File: config.mk
export PLATFORM = sky130hd
export DESIGN_NAME = refresh_pulse_classifier
export DESIGN_NICKNAME = d
export VERILOG_FILES = /design/src/rtl/rpc_pkg.sv /design/src/rtl/rpc_span_counter.sv /design/src/rtl/rpc_row_counter.sv /design/src/rtl/refresh_pulse_classifier.sv
export SDC_FILE = /design/constraint.sdc
export NUM_CORES = 1
export LEC_CHECK = 0
export BUFFER_PORTS_ARGS = -buffer_cell sky130_fd_sc_hd__clkbuf_2
export CORE_MARGIN = 5
export CORE_UTILIZATION = 64
export DETAILED_ROUTE_END_ITERATION = 16
export PLACE_DENSITY = 0.84
export SLEW_MARGIN = 20
export SYNTH_ARGS = -nofsm -noshare
export SYNTH_HDL_FRONTEND = slang
export SYNTH_HIERARCHICAL = 1
export SYNTH_SLANG_ARGS = --single-unit
File: constraint.sdc
create_clock -name clk -period 4.3 [get_ports clk]
set_input_delay 0.645 -clock clk [delete_from_list [all_inputs] [get_ports clk]]
set_output_delay 0.645 -clock clk [all_outputs]
set_load 0.03 [all_outputs]
File: src/rtl/rpc_pkg.sv
// Package: shared state encoding for the refresh pulse classifier.
// Assumes nothing beyond being compiled before the modules that import it.
package rpc_pkg;

    // Controller phases of the shared command line while deselected.
    typedef enum logic [2:0] {
        ST_IDLE    = 3'd0,  // disarmed: waiting for both lines high
        ST_ARMED   = 3'd1,  // armed: next low sample starts a pulse
        ST_PULSE   = 3'd2,  // measuring a low pulse
        ST_SELF    = 3'd3,  // timer-paced refresh
        ST_RECOVER = 3'd4   // guard interval after self refresh
    } rpc_state_e;

endpackage

File: src/rtl/rpc_span_counter.sv
// Module: rpc_span_counter
// Counts enabled cycles from 0 to LIMIT-1, then wraps to 0. at_end marks
// the last count. Assumes LIMIT >= 2. Clear has priority over enable.
module rpc_span_counter #(
    parameter int LIMIT = 8,
    localparam int W = (LIMIT > 1) ? $clog2(LIMIT) : 1
) (
    input  logic         clk,
    input  logic         rst_n,
    input  logic         clr,
    input  logic         en,
    output logic [W-1:0] count,
    output logic         at_end
);

    // Last value before the wrap.
    assign at_end = (count == W'(LIMIT - 1));

    // Cycle counter with synchronous clear and wrap.
    always_ff @(posedge clk) begin
        if (!rst_n)      count <= '0;
        else if (clr)    count <= '0;
        else if (en)     count <= at_end ? '0 : count + W'(1);
    end

endmodule

File: src/rtl/rpc_row_counter.sv
// Module: rpc_row_counter
// Holds the row that the next refresh will use. Steps by one when a
// refresh has been issued and wraps naturally at 2**ROW_BITS.
// Assumes advance is a single-cycle pulse per refreshed row.
module rpc_row_counter #(
    parameter int ROW_BITS = 11
) (
    input  logic                clk,
    input  logic                rst_n,
    input  logic                advance,
    output logic [ROW_BITS-1:0] row
);

    localparam int ROWS = 1 << ROW_BITS;
    localparam logic [ROW_BITS-1:0] LAST_ROW = ROW_BITS'(ROWS - 1);

    // Next-row pointer, wrapping from the last row to row 0.
    always_ff @(posedge clk) begin
        if (!rst_n)       row <= '0;
        else if (advance) row <= (row == LAST_ROW) ? '0 : row + ROW_BITS'(1);
    end


    row_step_chk: assert property (@(posedge clk) disable iff (!rst_n)
        advance |=> (row == ROW_BITS'($past(row) + ROW_BITS'(1))));


    row_hold_chk: assert property (@(posedge clk) disable iff (!rst_n)
        !advance |=> $stable(row));

endmodule

File: src/rtl/refresh_pulse_classifier.sv
// Module: refresh_pulse_classifier (top)
// Sorts low pulses on the shared command line, taken while the chip is
// deselected, into one-row refreshes and self refresh, by pulse width.
// Issues row strobes from an internal row counter and flags pulses that
// are too short and disturbances during the guard interval after self
// refresh. Assumes sel_n and cmd_n are synchronous to clk. Assumes
// 1 <= MIN_CYC < LONG_CYC, and RECOVER_CYC >= 2, PERIOD_CYC >= 2.
module refresh_pulse_classifier
    import rpc_pkg::*;
#(
    parameter int ROW_BITS    = 11,
    parameter int LONG_CYC    = 400,   // low samples that select self refresh
    parameter int MIN_CYC     = 4,     // shortest complete refresh pulse
    parameter int PERIOD_CYC  = 750,   // self-refresh strobe spacing
    parameter int RECOVER_CYC = 30     // high samples required after self refresh
) (
    input  logic                clk,
    input  logic                rst_n,
    input  logic                sel_n,
    input  logic                cmd_n,
    output logic                row_strobe,
    output logic [ROW_BITS-1:0] row_addr,
    output logic                self_active,
    output logic                violation
);

    localparam int WW = (LONG_CYC > 1) ? $clog2(LONG_CYC) : 1;
    localparam int PW = (PERIOD_CYC > 1) ? $clog2(PERIOD_CYC) : 1;
    localparam int RW = (RECOVER_CYC > 1) ? $clog2(RECOVER_CYC) : 1;

    rpc_state_e st, st_nxt;
    logic       strobe_d, viol_d;

    logic [WW-1:0] width_cnt;
    logic          width_end;
    logic [PW-1:0] tick_cnt;
    logic          tick_end;
    logic [RW-1:0] rec_cnt;
    logic          rec_end;
    logic [WW:0]   seen_lo;
    logic [RW:0]   seen_hi;

    // Measures low-pulse width while in the pulse phase.
    rpc_span_counter #(.LIMIT(LONG_CYC)) u_width (
        .clk(clk), .rst_n(rst_n),
        .clr(st != ST_PULSE), .en(st == ST_PULSE),
        .count(width_cnt), .at_end(width_end)
    );

    // Paces refresh strobes during self refresh.
    rpc_span_counter #(.LIMIT(PERIOD_CYC)) u_tick (
        .clk(clk), .rst_n(rst_n),
        .clr(st != ST_SELF), .en(st == ST_SELF),
        .count(tick_cnt), .at_end(tick_end)
    );

    // Times the guard interval after self refresh.
    rpc_span_counter #(.LIMIT(RECOVER_CYC)) u_guard (
        .clk(clk), .rst_n(rst_n),
        .clr(st != ST_RECOVER), .en(st == ST_RECOVER),
        .count(rec_cnt), .at_end(rec_end)
    );

    // Supplies the row for every strobe.
    rpc_row_counter #(.ROW_BITS(ROW_BITS)) u_rows (
        .clk(clk), .rst_n(rst_n),
        .advance(row_strobe), .row(row_addr)
    );

    // Low samples so far, counting the entry sample; high samples in the guard.
    assign seen_lo = {1'b0, width_cnt} + (WW+1)'(1);
    assign seen_hi = {1'b0, rec_cnt} + (RW+1)'(2);

    // Next phase and the strobe or violation it implies.
    always_comb begin
        st_nxt   = st;
        strobe_d = 1'b0;
        viol_d   = 1'b0;
        unique case (st)
            ST_IDLE: begin
                if (sel_n && cmd_n) st_nxt = ST_ARMED;
            end
            ST_ARMED: begin
                if (!sel_n)      st_nxt = ST_IDLE;
                else if (!cmd_n) st_nxt = ST_PULSE;
            end
            ST_PULSE: begin
                if (!sel_n) begin
                    st_nxt = ST_IDLE;
                end else if (cmd_n) begin
                    st_nxt = ST_ARMED;
                    if (seen_lo < (WW+1)'(MIN_CYC)) viol_d   = 1'b1;
                    else                            strobe_d = 1'b1;
                end else if (seen_lo >= (WW+1)'(LONG_CYC - 1) || width_end) begin
                    st_nxt   = ST_SELF;
                    strobe_d = 1'b1;
                end
            end
            ST_SELF: begin
                if (!sel_n) begin
                    st_nxt = ST_IDLE;
                    viol_d = 1'b1;
                end else if (cmd_n) begin
                    st_nxt = ST_RECOVER;
                end else if (tick_end) begin
                    strobe_d = 1'b1;
                end
            end
            ST_RECOVER: begin
                if (!sel_n || !cmd_n) begin
                    st_nxt = ST_IDLE;
                    viol_d = 1'b1;
                end else if (seen_hi >= (RW+1)'(RECOVER_CYC) || rec_end) begin
                    st_nxt = ST_ARMED;
                end
            end
            default: st_nxt = ST_IDLE;
        endcase
    end

    // Phase register and registered output pulses.
    always_ff @(posedge clk) begin
        if (!rst_n) begin
            st         <= ST_IDLE;
            row_strobe <= 1'b0;
            violation  <= 1'b0;
        end else begin
            st         <= st_nxt;
            row_strobe <= strobe_d;
            violation  <= viol_d;
        end
    end

    assign self_active = (st == ST_SELF);


    sel_blocks_strobe_chk: assert property (@(posedge clk) disable iff (!rst_n)
        !sel_n |=> !row_strobe);


    self_entry_strobe_chk: assert property (@(posedge clk) disable iff (!rst_n)
        $rose(self_active) |-> row_strobe);


    self_exit_chk: assert property (@(posedge clk) disable iff (!rst_n)
        (self_active && cmd_n) |=> (!self_active && !row_strobe));


    viol_excl_chk: assert property (@(posedge clk) disable iff (!rst_n)
        violation |-> (!row_strobe && !self_active));

endmodule

==> Yosys cells after proc, flatten, opt, wreduce, memory -nomap -nowiden <==
Index checks and enable logic that the tools add are counted.
{ "totals": {"regBits": 40, "input_bits": 4, "output_inout_bits": 14, "wordCells": 73} }
{ "classes": {"n_addsub": 6, "magnitude_cmp": 3, "eq_ne": 16, "mux": 29, "n_bitwise": 1, "reduce_logical": 11} }
{ "op_table": {"columns": ["op", "count"], "rows": [
  ["3-bit two-way mux", 10],
  ["3-bit case mux with 5 select lines", 1],
  ["1-bit two-way mux", 12],
  ["3-bit inequality test (second input constant)", 4],
  ["11-bit by 1-bit adder with 11-bit output (second input constant)", 1],
  ["11-bit == test (second input constant)", 1],
  ["11-bit two-way mux", 1],
  ["10-bit by 1-bit adder with 10-bit output (second input constant)", 1],
  ["9-bit by 1-bit adder with 10-bit output (second input constant)", 1],
  ["10-bit == test (second input constant)", 1],
  ["10-bit by 9-bit greater-or-equal comparator with 1-bit output (second input constant)", 1],
  ["10-bit by 3-bit less-than comparator with 1-bit output (second input constant)", 1],
  ["10-bit two-way mux", 1],
  ["9-bit by 1-bit adder with 9-bit output (second input constant)", 1],
  ["9-bit == test (second input constant)", 1],
  ["9-bit two-way mux", 1],
  ["5-bit by 2-bit adder with 6-bit output (second input constant)", 1],
  ["3-bit by 2-bit == test with 1-bit output (second input constant)", 2],
  ["6-bit by 5-bit greater-or-equal comparator with 1-bit output (second input constant)", 1],
  ["3-bit by 2-bit inequality test with 1-bit output (second input constant)", 2],
  ["2-bit OR reduction", 3],
  ["5-bit by 1-bit adder with 5-bit output (second input constant)", 1],
  ["5-bit == test (second input constant)", 1],
  ["5-bit two-way mux", 1],
  ["12 further kinds", 15]
]} }

==> Depth between registers and ports, before layout <==
Gate-level depths: netlist of the first run.
{ "logic_depth": {"word_depth": 7, "ltp_mapped": 9, "ltp_nobuf": 7} }

==> Cells and area by module <==
Netlist of the first run, hierarchy kept.
{ "by_module_without_submodules": {"columns": ["mod", "n_inst", "cells_each", "area_per_inst_um2", "seq_area_each_um2"], "rows": [
  ["rpc_span_counter at u_tick", 1, 56, 513.0, 200.2],
  ["rpc_row_counter", 1, 55, 496.7, 220.2],
  ["refresh_pulse_classifier", 1, 61, 464.2, 100.1],
  ["rpc_span_counter at u_width", 1, 47, 447.9, 180.2],
  ["rpc_span_counter at u_guard", 1, 32, 276.5, 100.1]
]} }

==> Least setup slack after synthesis of the first run <==
Ideal clock, no wire load.
{ "synth_timing": {"path_kind": "reg-to-reg", "startpoint": "reg st[1]", "endpoint": "reg u_tick.count[9]", "setup_time_ns": 0.070, "t_arrival_ns": 1.861, "required_time_ns": 4.230, "path_slack_ns": 2.370, "stages_incl_launch_ff": 9, "path_buffers": 2, "synth_period_minus_slack_ns": 1.930, "path_cell_list": "dfxtp_1 > buf_6 > nor2b_1 > nand2_1 > inv_1 > buf_6 > nand3_1 > or4_1 > a21oi_1"} }
{ "synth_between": {"elab_cells_between_ends": 3, "cone_classes": "eq/ne (2); reduce/logical (1)"} }
{ "synth_lines": {"columns": ["element", "line", "source"], "rows": [
  ["start: declaration", "refresh_pulse_classifier.sv:31", "rpc_state_e st, st_nxt;"],
  ["start signal: assignment", "refresh_pulse_classifier.sv:128", "st <= st_nxt;"],
  ["3-bit by 2-bit == test with 1-bit output", null, null],
  ["named net self_active", "refresh_pulse_classifier.sv:23", "output logic self_active,"],
  ["end signal: assignment", "rpc_span_counter.sv:23", "else if (en) count <= at_end ? '0 : count + W'(1);"],
  ["end: declaration", "rpc_span_counter.sv:12", "output logic [W-1:0] count,"]
]} }
The timed path passes the listed nets, and every way through them passes these cells.
A chain may end at the register's enable or synchronous reset.

==> Final worst setup path of the first run <==
{ "layout_timing": {"startpoint": "reg st[1]", "endpoint": "out self_active"} }
{ "layout_between": {"elab_chain_len": 1} }
{ "layout_rtl": {"columns": ["element", "line", "source"], "rows": [
  ["3-bit by 2-bit == test with 1-bit output", "refresh_pulse_classifier.sv:134", "assign self_active = (st == ST_SELF);"],
  ["end: declaration", "refresh_pulse_classifier.sv:23", null]
]} }
No other way between the ends.

==> impl_metrics.toml, run 1 <==
[status]
status = "complete, no violations"

[yosys]
ys_ff_latch = 40
yosys_warnings = 6
ys_async_sr_fraction_pct = 0
ys_types = 48
postSynthAreaPerCell_um2 = 8.76
synth_top_family_by_area = "simple AND/OR/NAND/NOR gates"
synth_simple_gate_area_share_pct = 28.1
yosysSeqAreaShare_pct = 36.4
synthXorXnorAreaFrac_pct = 4.78
synth_enable_flop_cells = 0
postSynthNetCount = 262
compound_gate_fraction_of_synth_area_pct = 18.1
post_synth_instance_area_mm2 = 0.00220
synth_mux_area_share_pct = 2.79
synth_adder_area_share_pct = 4.50
ys.flop_type = "dfxtp_1"
cells_after_synthesis = 251

[floorplanning]
design.portCount = 18
fp.dieH_um = 68.6
rows = 21
design.die.area_mm2 = 0.00471
fp.dieW_um = 68.6
initial_core_util_pct = 65.9
core_area_mm2 = 0.00334

[cells_and_area]
area_of_combinational_cells_with_multiple_inputs_mm2 = 0.00128
layoutNonFillerInstCount = 311
post_layout_nets = 276
synthToLayoutAreaGrowth_pct = 5.35
drive_above_1_share_pct = 14.3
seqCellArea_um2 = 801
fillerInstances = 284
antenna_cells = 0

[place]
globalplace.congestion = 0.789
io_buffer_count = 17
placedCellCount = 304
dp.final_hpwl_um = 2840

[clock_tree]
cts_buffers = 5
tritoncts = "built"
cts.clk_slew.worst_paths_ns = 0.12
clock_sinks = 40
post_cts.repair.setup_buffers = 0
h_tree_lvls = 2
post_cts_hold_buffer_count = 0
cts_buffer_depth = 2
cts_repair_resize_count = 0
clock-root-buffer = "clkbuf_4"
insertion_delay_ns = 0.35

[timing]
rsz_0062_raised_after_global_routing = "false"
slew_viol_final = 0
final-setup-viol-count = 0
max-slew-margin-rel_pct = 49.1
finalClockSkew_ns = 0.0116
period_needed_ns = 2.44
final_min_period_over_clock_period_pct = 56.8
finalHoldViolCount = 0
achievable-frequency_mhz = 410
worst-slew-pin-transition_ns = 0.755
fin_setup_tns_ns = 0

[setup_path]
rr_endpoint = "u_tick/count[6]"
critPathRequiredTime_ns = 3.65
critical_path_peak_fanout = 9
worstReg2RegStart = "st[1]"
worstRegToRegCells = 6
reg2reg_setup_slack_ns = 2.17
critPathCaptureType = "output pin"
crit_arrival_ns = 1.80
worst_setup_path_start_kind = "register"
critical_path_class = "register to output pin"

[run]
cap_violations = 0

[grt]
number_of_global_route_vias_before_repair = 1643
globalRouteOverflowTotal = 0
antenna_violations_before_repair = 0
track_usage_pct = 19.6
grt_max_degree = 16
grt_pass1_wl_um = 7080

[drt]
routed_wirelength_um = 4040
vias = 1837
ant_nets = 0
vias_per_cell = 5.91
post-route-drc-count = 0
detail_route.first_pass.iterations = 5
drtIter0Drc = 120
route.detailed.wl_per_inst_um = 13.0

[worst_hold_path]
hold-path-endpoint = "u_rows/row[9]"
hold_path_class = "register to register"
hold-path-cell-count = 2
holdCritStartpoint = "u_rows/row[9]"

[pwr]
power.leakage_nw = 0.767
peakVddDrop_mv = 0.141
p_per_area_mw_per_mm2 = 264
-- critical path: stages (launching register included) --
cell      delay, ns
dfxtp_1        0.46
nor2b_1        0.33
nand2_1        0.13
inv_1          0.25
clkbuf_2       0.27
-- report_power, final --
| group | internal (W) | total [W] | switching, W |
|---|---|---|---|
| logic | 0.0000201 | 0.0000458 | 0.0000257 |
| registers | 0.000374 | 0.000384 | 0.0000106 |
| clock network | 0.0000603 | 0.000181 | 0.000120 |
| total | 0.000454 | 0.000611 | 0.000156 |
-- layout by cell type, fill, tap and decap left out, drive strengths merged, types with 7 or more instances in the layout --
cell    count
o21ai      11
inv        12
nor2       19
clkbuf     23
nand3      15
or4         9
ha          7
nand2      20
a21oi      22
nand4      11
o31ai       9
or3         8
dfxtp      40
xor2        9
-- cell families after synthesis --
kind of cell	count (synthesis)
fa+ha+maj	8
buf+inv	22
xor+xnor	12
flops	40
simple gates	109
mux	6
compound gates	54
-- final cells by class --
class,count,share of cell area (%)
Clock buffer,6,1.78
Clock inverter,1,0.216
Inverter,12,1.94
Multi-Input combinational cell,189,55.3
Sequential cell,40,34.6
Tap cell,46,2.49
Timing Repair Buffer,17,3.67
-- Yosys cell counts (4+ instances only) --
cell      number  area, µm²
o21ai_0       10       50.1
a21oi_2        4       35.0
buf_2          6       30.0
mux2i_1        5       50.1
inv_1         12       45.0
nand2b_1       4       25.0
xor2_1         9       78.8
nand3_1       13       65.1
a21oi_1       18       90.1
nor2b_1        5       31.3
or3_1          8       50.1
nor2_1        19       71.3
dfxtp_1       40        801
nand4_1       11       68.8
nand2_1       20       75.1
nand3b_1       4       30.0
ha_1           7       87.6
o31ai_1        9       67.6
or4_1          9       67.6
-- routing by layer --
metal | GRT usage, % | up-vias | wire length [µm]
li1 | - | 946 | -
met1 | 24.8 | 860 | 1930
met2 | 31.2 | 26 | 1930
met3 | 5.35 | 5 | 140
met4 | 8.44 | 0 | 36
met5 | 0 | - | 0
-- sequential cells by signal, summed over array words and instances (netlist names) --
name	cells
u_rows/row	11
u_tick/count	10
u_width/count	9
u_guard/count	5
st	3
row_strobe	1
violation	1
-- worst max path at each step --
| stage | startpoint | endpoint | slack (ns) | depth (start not counted) |
|---|---|---|---|---|
| 5_1_grt | st[1] | self_active | 1.68 | 4 |
| 3_5_place_dp | st[1] | u_width/count[7] | 2.25 | 5 |
| 3_3_place_gp | st[1] | u_width/count[7] | 2.31 | 5 |
| 4_1_cts | st[1] | self_active | 1.88 | 4 |
| 2_1_floorplan | st[1] | u_tick/count[9] | 2.37 | 8 |
| 6_report | st[1] | self_active | 1.86 | 4 |
-- stage by stage --
stage	util [%]	cell area, µm²	setup WS [ns]	hold slack, ns	power, W
2_1_floorplan	-	2200	2.37	0.445	0.000431
3_3_place_gp	68.0	2270	2.31	0.464	0.000437
3_5_place_dp	68.0	2270	2.25	0.492	0.000438
4_1_cts	69.4	2320	1.88	0.508	0.000616
5_1_grt	69.4	2320	1.68	0.530	0.000644
6_report	69.4	2320	1.86	0.504	0.000611
Note: power is estimated with default switching activity, not from simulation.
==> inputs of run 2 (changes only) <==
--- a/config.mk
+++ b/config.mk
@@ -7,9 +7,9 @@
 export LEC_CHECK = 0
 export BUFFER_PORTS_ARGS = -buffer_cell sky130_fd_sc_hd__clkbuf_2
 export CORE_MARGIN = 5
-export CORE_UTILIZATION = 64
+export CORE_UTILIZATION = 59
 export DETAILED_ROUTE_END_ITERATION = 16
-export PLACE_DENSITY = 0.84
+export PLACE_DENSITY = 0.79
 export SLEW_MARGIN = 20
 export SYNTH_ARGS = -nofsm -noshare
 export SYNTH_HDL_FRONTEND = slang
==> constraint.sdc (replaced) <==
create_clock -name clk -period 2.5 [get_ports clk]
set_input_delay 0.375 -clock clk [delete_from_list [all_inputs] [get_ports clk]]
set_output_delay 0.375 -clock clk [all_outputs]
set_load 0.03 [all_outputs]
==> impl_metrics.toml, run 2 (synthesis results as in run 1) <==
[cells_and_area]
layoutNonFillerInstCount = 315
synthToLayoutAreaGrowth_pct = 9.22
post_layout_nets = 277
largest-register = "u_rows/row"
area_of_combinational_cells_with_multiple_inputs_mm2 = 0.00128
final_common_cell = "dfxtp_1"
top_regs = "u_rows/row x11, u_tick/count x10, u_width/count x9"
largest_register_ff_count = 11
antenna_cells = 0
seqCellArea_um2 = 801
mostFrequentLayoutCells = "dfxtp_1, nand2_1, nor2_1, a21oi_1, clkbuf_2"
fillerInstances = 335
drive_above_1_share_pct = 15.4

[grt]
grt_pass1_wl_um = 7270
antenna_violations_before_repair = 0
globalRouteOverflowTotal = 0
grt_max_degree = 16
track_usage_pct = 17.7
number_of_global_route_vias_before_repair = 1620

[timing]
achievable-frequency_mhz = 483
rsz_0062_raised_after_global_routing = "false"
slew_viol_final = 0
whs_ns = 0.450
max-slew-margin-rel_pct = 51.0
fin_setup_tns_ns = 0
worst-slew-pin-transition_ns = 0.727
period_needed_ns = 2.07
timing.final.ws_setup_ns = 0.428
final-setup-viol-count = 0
finalClockSkew_ns = 0.00797
final_min_period_over_clock_period_pct = 82.9
finalHoldViolCount = 0

[status]
status = "complete, no violations"

[clock_tree]
cts_repair_resize_count = 0
cts_buffers = 5
insertion_delay_ns = 0.30
clock_sinks = 40
cts.clk_slew.worst_paths_ns = 0.08
cts_buffer_depth = 2
post_cts_hold_buffer_count = 0
h_tree_lvls = 2
post_cts.repair.setup_buffers = 0
tritoncts = "built"
clock-root-buffer = "clkbuf_8"

[pwr]
peakVddDrop_mv = 0.394
netSwitchingFraction_pct = 22.4
gate_power_share_pct = 6.2
power.leakage_nw = 0.805
cell_internal_pwr_w = 0.00100
p_per_area_mw_per_mm2 = 539
pwr-share-seq_pct = 51.0
power.share.clock_pct = 42.9
power.switching_w = 0.000290

[floorplanning]
fp.dieH_um = 71.0
design.portCount = 18
fp.dieW_um = 71.0
initial_core_util_pct = 60.5
rows = 22
core_area_mm2 = 0.00363
design.die.area_mm2 = 0.00505

[drt]
vias = 1856
routed_wirelength_um = 4130
drtIter0Drc = 96
route.detailed.wl_per_inst_um = 13.1
vias_per_cell = 5.89
detail_route.first_pass.iterations = 4
ant_nets = 0
post-route-drc-count = 0

[worst_hold_path]
hold_path_class = "input port to register"
hold-path-cell-count = 3

[setup_path]
timing.critical_path.buf_inv = 1
rr_endpoint = "u_tick/count[6]"
worstRegToRegCells = 6
crit_path_max_incr_delay_ns = 0.51
crit_arrival_ns = 2.30
worst_setup_path_start_kind = "register"
cp_common_cell = "nand2_1"
reg2reg_setup_slack_ns = 0.43
worstReg2RegStart = "st[1]"
endpoint = "u_tick/count[6]"
cp.depth = 6
critPathLaunch = "st[1]"
critPathRequiredTime_ns = 2.73
critical_path_peak_fanout = 9
path_cells = "nor2b_1, nand2_1, inv_1, nand2_1, or4_1, a21oi_1"
timing.critical_path.slowest_stage_cell = "or4_1"
critical_path_class = "register to register"
critPathCaptureType = "register"
cp_top_family = "simple AND/OR/NAND/NOR gates"

[place]
io_buffer_count = 17
dp.final_hpwl_um = 2820
globalplace.congestion = 0.794
place_ws_ns = 0.432
placedCellCount = 307

[run]
cap_violations = 0
-- run 2: worst register-to-register path, cell delays in order (launching register included) --
cell and delay, ns:
dfxtp_1 0.46, nor2b_1 0.33, nand2_1 0.11, inv_1 0.24, nand2_1 0.20, or4_1 0.51
a21oi_1 0.15
-- run 2: how the worst min path moves through the flow --
| stage | startpoint | slack [ns] | endpoint |
|---|---|---|---|
| 3_5_place_dp | u_tick/count[9] | 0.48 | u_tick/count[9] |
| 2_1_floorplan | u_tick/count[9] | 0.45 | u_tick/count[9] |
| 6_report | sel_n | 0.45 | row_strobe |
| 4_1_cts | sel_n | 0.44 | row_strobe |
| 5_1_grt | sel_n | 0.47 | row_strobe |
| 3_3_place_gp | u_tick/count[9] | 0.47 | u_tick/count[9] |
-- run 2: metal layers --
metal  track usage [%]  part of all wire (%)  up-vias
met2              28.3                    48       34
li1                  -                     -      953
met5                 0                     0        -
met1              23.4                    47      861
met4              7.10                   1.8        0
met3              3.41                   4.0        8
-- run 2: area by class of cell --
type / instances / share of cell area (%)
multi-input combinational: 189 / 53.4
clock buffer: 6 / 3.44
sequential: 40 / 33.4
timing repair buffer: 18 / 3.86
clock inverter: 2 / 1.62
tap: 48 / 2.50
inverter: 12 / 1.88
-- run 2: power groups by stage --
stage / Clock, W / Combinational (W) / Sequential [W]
6_report: 0.000555 / 0.0000796 / 0.000660
5_1_grt: 0.000598 / 0.0000894 / 0.000663
4_1_cts: 0.000571 / 0.0000804 / 0.000659
3_5_place_dp: 0 / 0.0000794 / 0.000675
3_3_place_gp: 0 / 0.0000781 / 0.000675
2_1_floorplan: 0 / 0.0000780 / 0.000663
-- run 2: stage by stage --
| step | area (µm²) | utilization, % | power [W] |
|---|---|---|---|
| finish | 2400 | 66.1 | 0.00129 |
| global route | 2400 | 66.1 | 0.00135 |
| CTS | 2400 | 66.1 | 0.00131 |
| detailed placement | 2280 | 62.7 | 0.000754 |
| global placement | 2280 | 62.7 | 0.000753 |
| floorplan | 2200 | - | 0.000741 |
==> inputs of run 3 (changes only) <==
--- a/config.mk
+++ b/config.mk
@@ -5,11 +5,12 @@
 export SDC_FILE = /design/constraint.sdc
 export NUM_CORES = 1
 export LEC_CHECK = 0
+export ABC_AREA = 1
 export BUFFER_PORTS_ARGS = -buffer_cell sky130_fd_sc_hd__clkbuf_2
 export CORE_MARGIN = 5
-export CORE_UTILIZATION = 59
+export CORE_UTILIZATION = 54
 export DETAILED_ROUTE_END_ITERATION = 16
-export PLACE_DENSITY = 0.79
+export PLACE_DENSITY = 0.75
 export SLEW_MARGIN = 20
 export SYNTH_ARGS = -nofsm -noshare
 export SYNTH_HDL_FRONTEND = slang
==> constraint.sdc (replaced) <==
create_clock -name clk -period 1.9 [get_ports clk]
set_input_delay 0.285 -clock clk [delete_from_list [all_inputs] [get_ports clk]]
set_output_delay 0.285 -clock clk [all_outputs]
set_load 0.03 [all_outputs]
==> impl_metrics.toml, run 3 <==
[yosys]
post-synth-top-area-cell = "dfxtp_1"
postSynthAreaPerCell_um2 = 6.48
postSynthNetCount = 397
compound_gate_fraction_of_synth_area_pct = 7.60
ys.flop_type = "dfxtp_1"
ys_async_sr_fraction_pct = 0
synth_enable_flop_cells = 0
post_synth_instance_area_mm2 = 0.00250
yosysMostFrequentCell = "nand2_1"
cells_after_synthesis = 386
yosys_top_cell_area_share_pct = 32.0
yosys_warnings = 6
synth_adder_area_share_pct = 3.50
top_post_synthesis_cells_by_area = "dfxtp_1, nand2_1, nor2_1"
yosysSeqAreaShare_pct = 32.0
synthTopCellsByCount = "nand2_1, nor2_1, inv_1, dfxtp_1, nand3_1"
synth_mux_area_share_pct = 0
synthXorXnorAreaFrac_pct = 3.85
ys_ff_latch = 40
synth_simple_gate_area_share_pct = 43.2
synth_top_family_by_area = "simple AND/OR/NAND/NOR gates"
ys_types = 34

[drt]
vias_per_cell = 4.95
vias = 2294
drtIter0Drc = 164
detail_route.first_pass.iterations = 5
routed_wirelength_um = 5100
ant_nets = 0
post-route-drc-count = 0
route.detailed.wl_per_inst_um = 11.0

[setup_path]
worstReg2RegStart = "u_width/count[0]"
critPathRequiredTime_ns = 1.62
critical_path_peak_fanout = 9
critPathCaptureType = "output pin"
critPathLaunch = "st[1]"
crit_arrival_ns = 1.47
reg2reg_setup_slack_ns = 0.26
worst_setup_path_start_kind = "register"
rr_endpoint = "st[1]"
critical_path_class = "register to output pin"
worstRegToRegCells = 10

[timing]
rsz_0062_raised_after_global_routing = "false"
max-slew-margin-rel_pct = 77.3
finalHoldViolCount = 0
final-setup-viol-count = 0
worst-slew-pin-transition_ns = 0.341
fin_setup_tns_ns = 0
slew_viol_final = 0
achievable-frequency_mhz = 571
timing.final.ws_setup_ns = 0.150
period_needed_ns = 1.75
final_min_period_over_clock_period_pct = 92.1
finalClockSkew_ns = 0.00649

[cells_and_area]
drive_above_1_share_pct = 14.1
largest_register_ff_count = 11
mostFrequentLayoutCells = "nand2_1, nor2_1, inv_1, dfxtp_1, nand3_1"
antenna_cells = 0
layoutNonFillerInstCount = 463
post_layout_nets = 422
final_common_cell = "nand2_1"
largest-register = "u_rows/row"
top_regs = "u_rows/row x11, u_tick/count x10, u_width/count x9"
synthToLayoutAreaGrowth_pct = 10.1

[grt]
grt_pass1_wl_um = 9080
track_usage_pct = 17.8
grt_max_degree = 14
antenna_violations_before_repair = 0
globalRouteOverflowTotal = 0
number_of_global_route_vias_before_repair = 2107

[clock_tree]
cts_buffers = 5
cts.clk_slew.worst_paths_ns = 0.07
post_cts.repair.setup_buffers = 0
cts_buffer_depth = 2
post_cts_hold_buffer_count = 0
clock_sinks = 40
tritoncts = "built"
cts_repair_resize_count = 0
insertion_delay_ns = 0.29
clock-root-buffer = "clkbuf_8"
h_tree_lvls = 2

[place]
dp.final_hpwl_um = 3920
io_buffer_count = 17
placedCellCount = 456
place_ws_ns = 0.281
globalplace.congestion = 0.825

[pwr]
p_per_area_mw_per_mm2 = 714
totalPowerFinal_w = 0.00197
peakVddDrop_mv = 0.362
power.leakage_nw = 1.09

[floorplanning]
design.die.area_mm2 = 0.00610
rows = 24
design.portCount = 18
fp.dieH_um = 78.1
core_area_mm2 = 0.00441
initial_core_util_pct = 56.7
fp.dieW_um = 78.1

[status]
status = "complete, no violations"

[worst_hold_path]
hold-path-endpoint = "row_strobe"
hold_path_class = "input port to register"
hold-path-cell-count = 3
holdCritStartpoint = "sel_n"

[run]
cap_violations = 0
run 3: cell types whose count changed in the layout (fill, tap and decap cells not counted), sizes merged, moves of 4 or more:
cell / delta
nor2: +64
nand2b: -4
or3: -8
o31ai: -9
nand3: +17
or4: -9
a21oi: -10
nand4: -10
xor2: -4
nor2b: -5
nand2: +85
mux2i: -5
inv: +54
run 3: worst max path at each step:
stage / end / slack [ns] / cells after the start
after floorplan: u_tick/count[9] / 0.39 / 9
after global placement: st[0] / 0.29 / 10
after detailed placement: st[1] / 0.28 / 10
after CTS: self_active / 0.14 / 5
after global routing: self_active / 0.04 / 5
final: self_active / 0.15 / 5
run 3: layout make-up:
class                           count  area, µm²
Clock buffer                        7       96.3
Fill cell                         427       1660
Inverter                           66        248
Multi-Input combinational cell    280       1450
Sequential cell                    40        801
Tap cell                           52       65.1
Timing Repair Buffer               18       92.6
run 3: report_power, final:
group | switching, W | internal, W
Clock | 0.000278 | 0.000323
Sequential | 0.0000507 | 0.000874
Combinational | 0.000286 | 0.000158
run 3: cells by family after synthesis:
kind of cell	after synthesis
fa+ha+maj	7
compound gates	30
xor+xnor	11
buf+inv	66
flops	40
simple gates	232
run 3: stage by stage:
stage | area, µm² | hold WS [ns] | util (%)
floorplan | 2500 | 0.397 | -
detailed placement | 2660 | 0.504 | 60.3
CTS | 2760 | 0.308 | 62.4
global placement | 2660 | 0.498 | 60.3
global route | 2760 | 0.331 | 62.4
finish | 2760 | 0.338 | 62.4
run 3: critical path, cell delays in order (launching register included):
cell and delay [ns]:
dfxtp_1 0.37, inv_2 0.06, nor2_4 0.13, nand2_2 0.10, inv_1 0.26, clkbuf_2 0.27
run 3: layer usage:
layer  global-route usage [%]  wire, µm  vias to the layer above
li1                         -         -                     1237
met1                     21.2      2340                     1015
met2                     32.0      2520                       38
met3                     3.66       206                        4
met4                     4.90        37                        0
met5                        0         0                        -
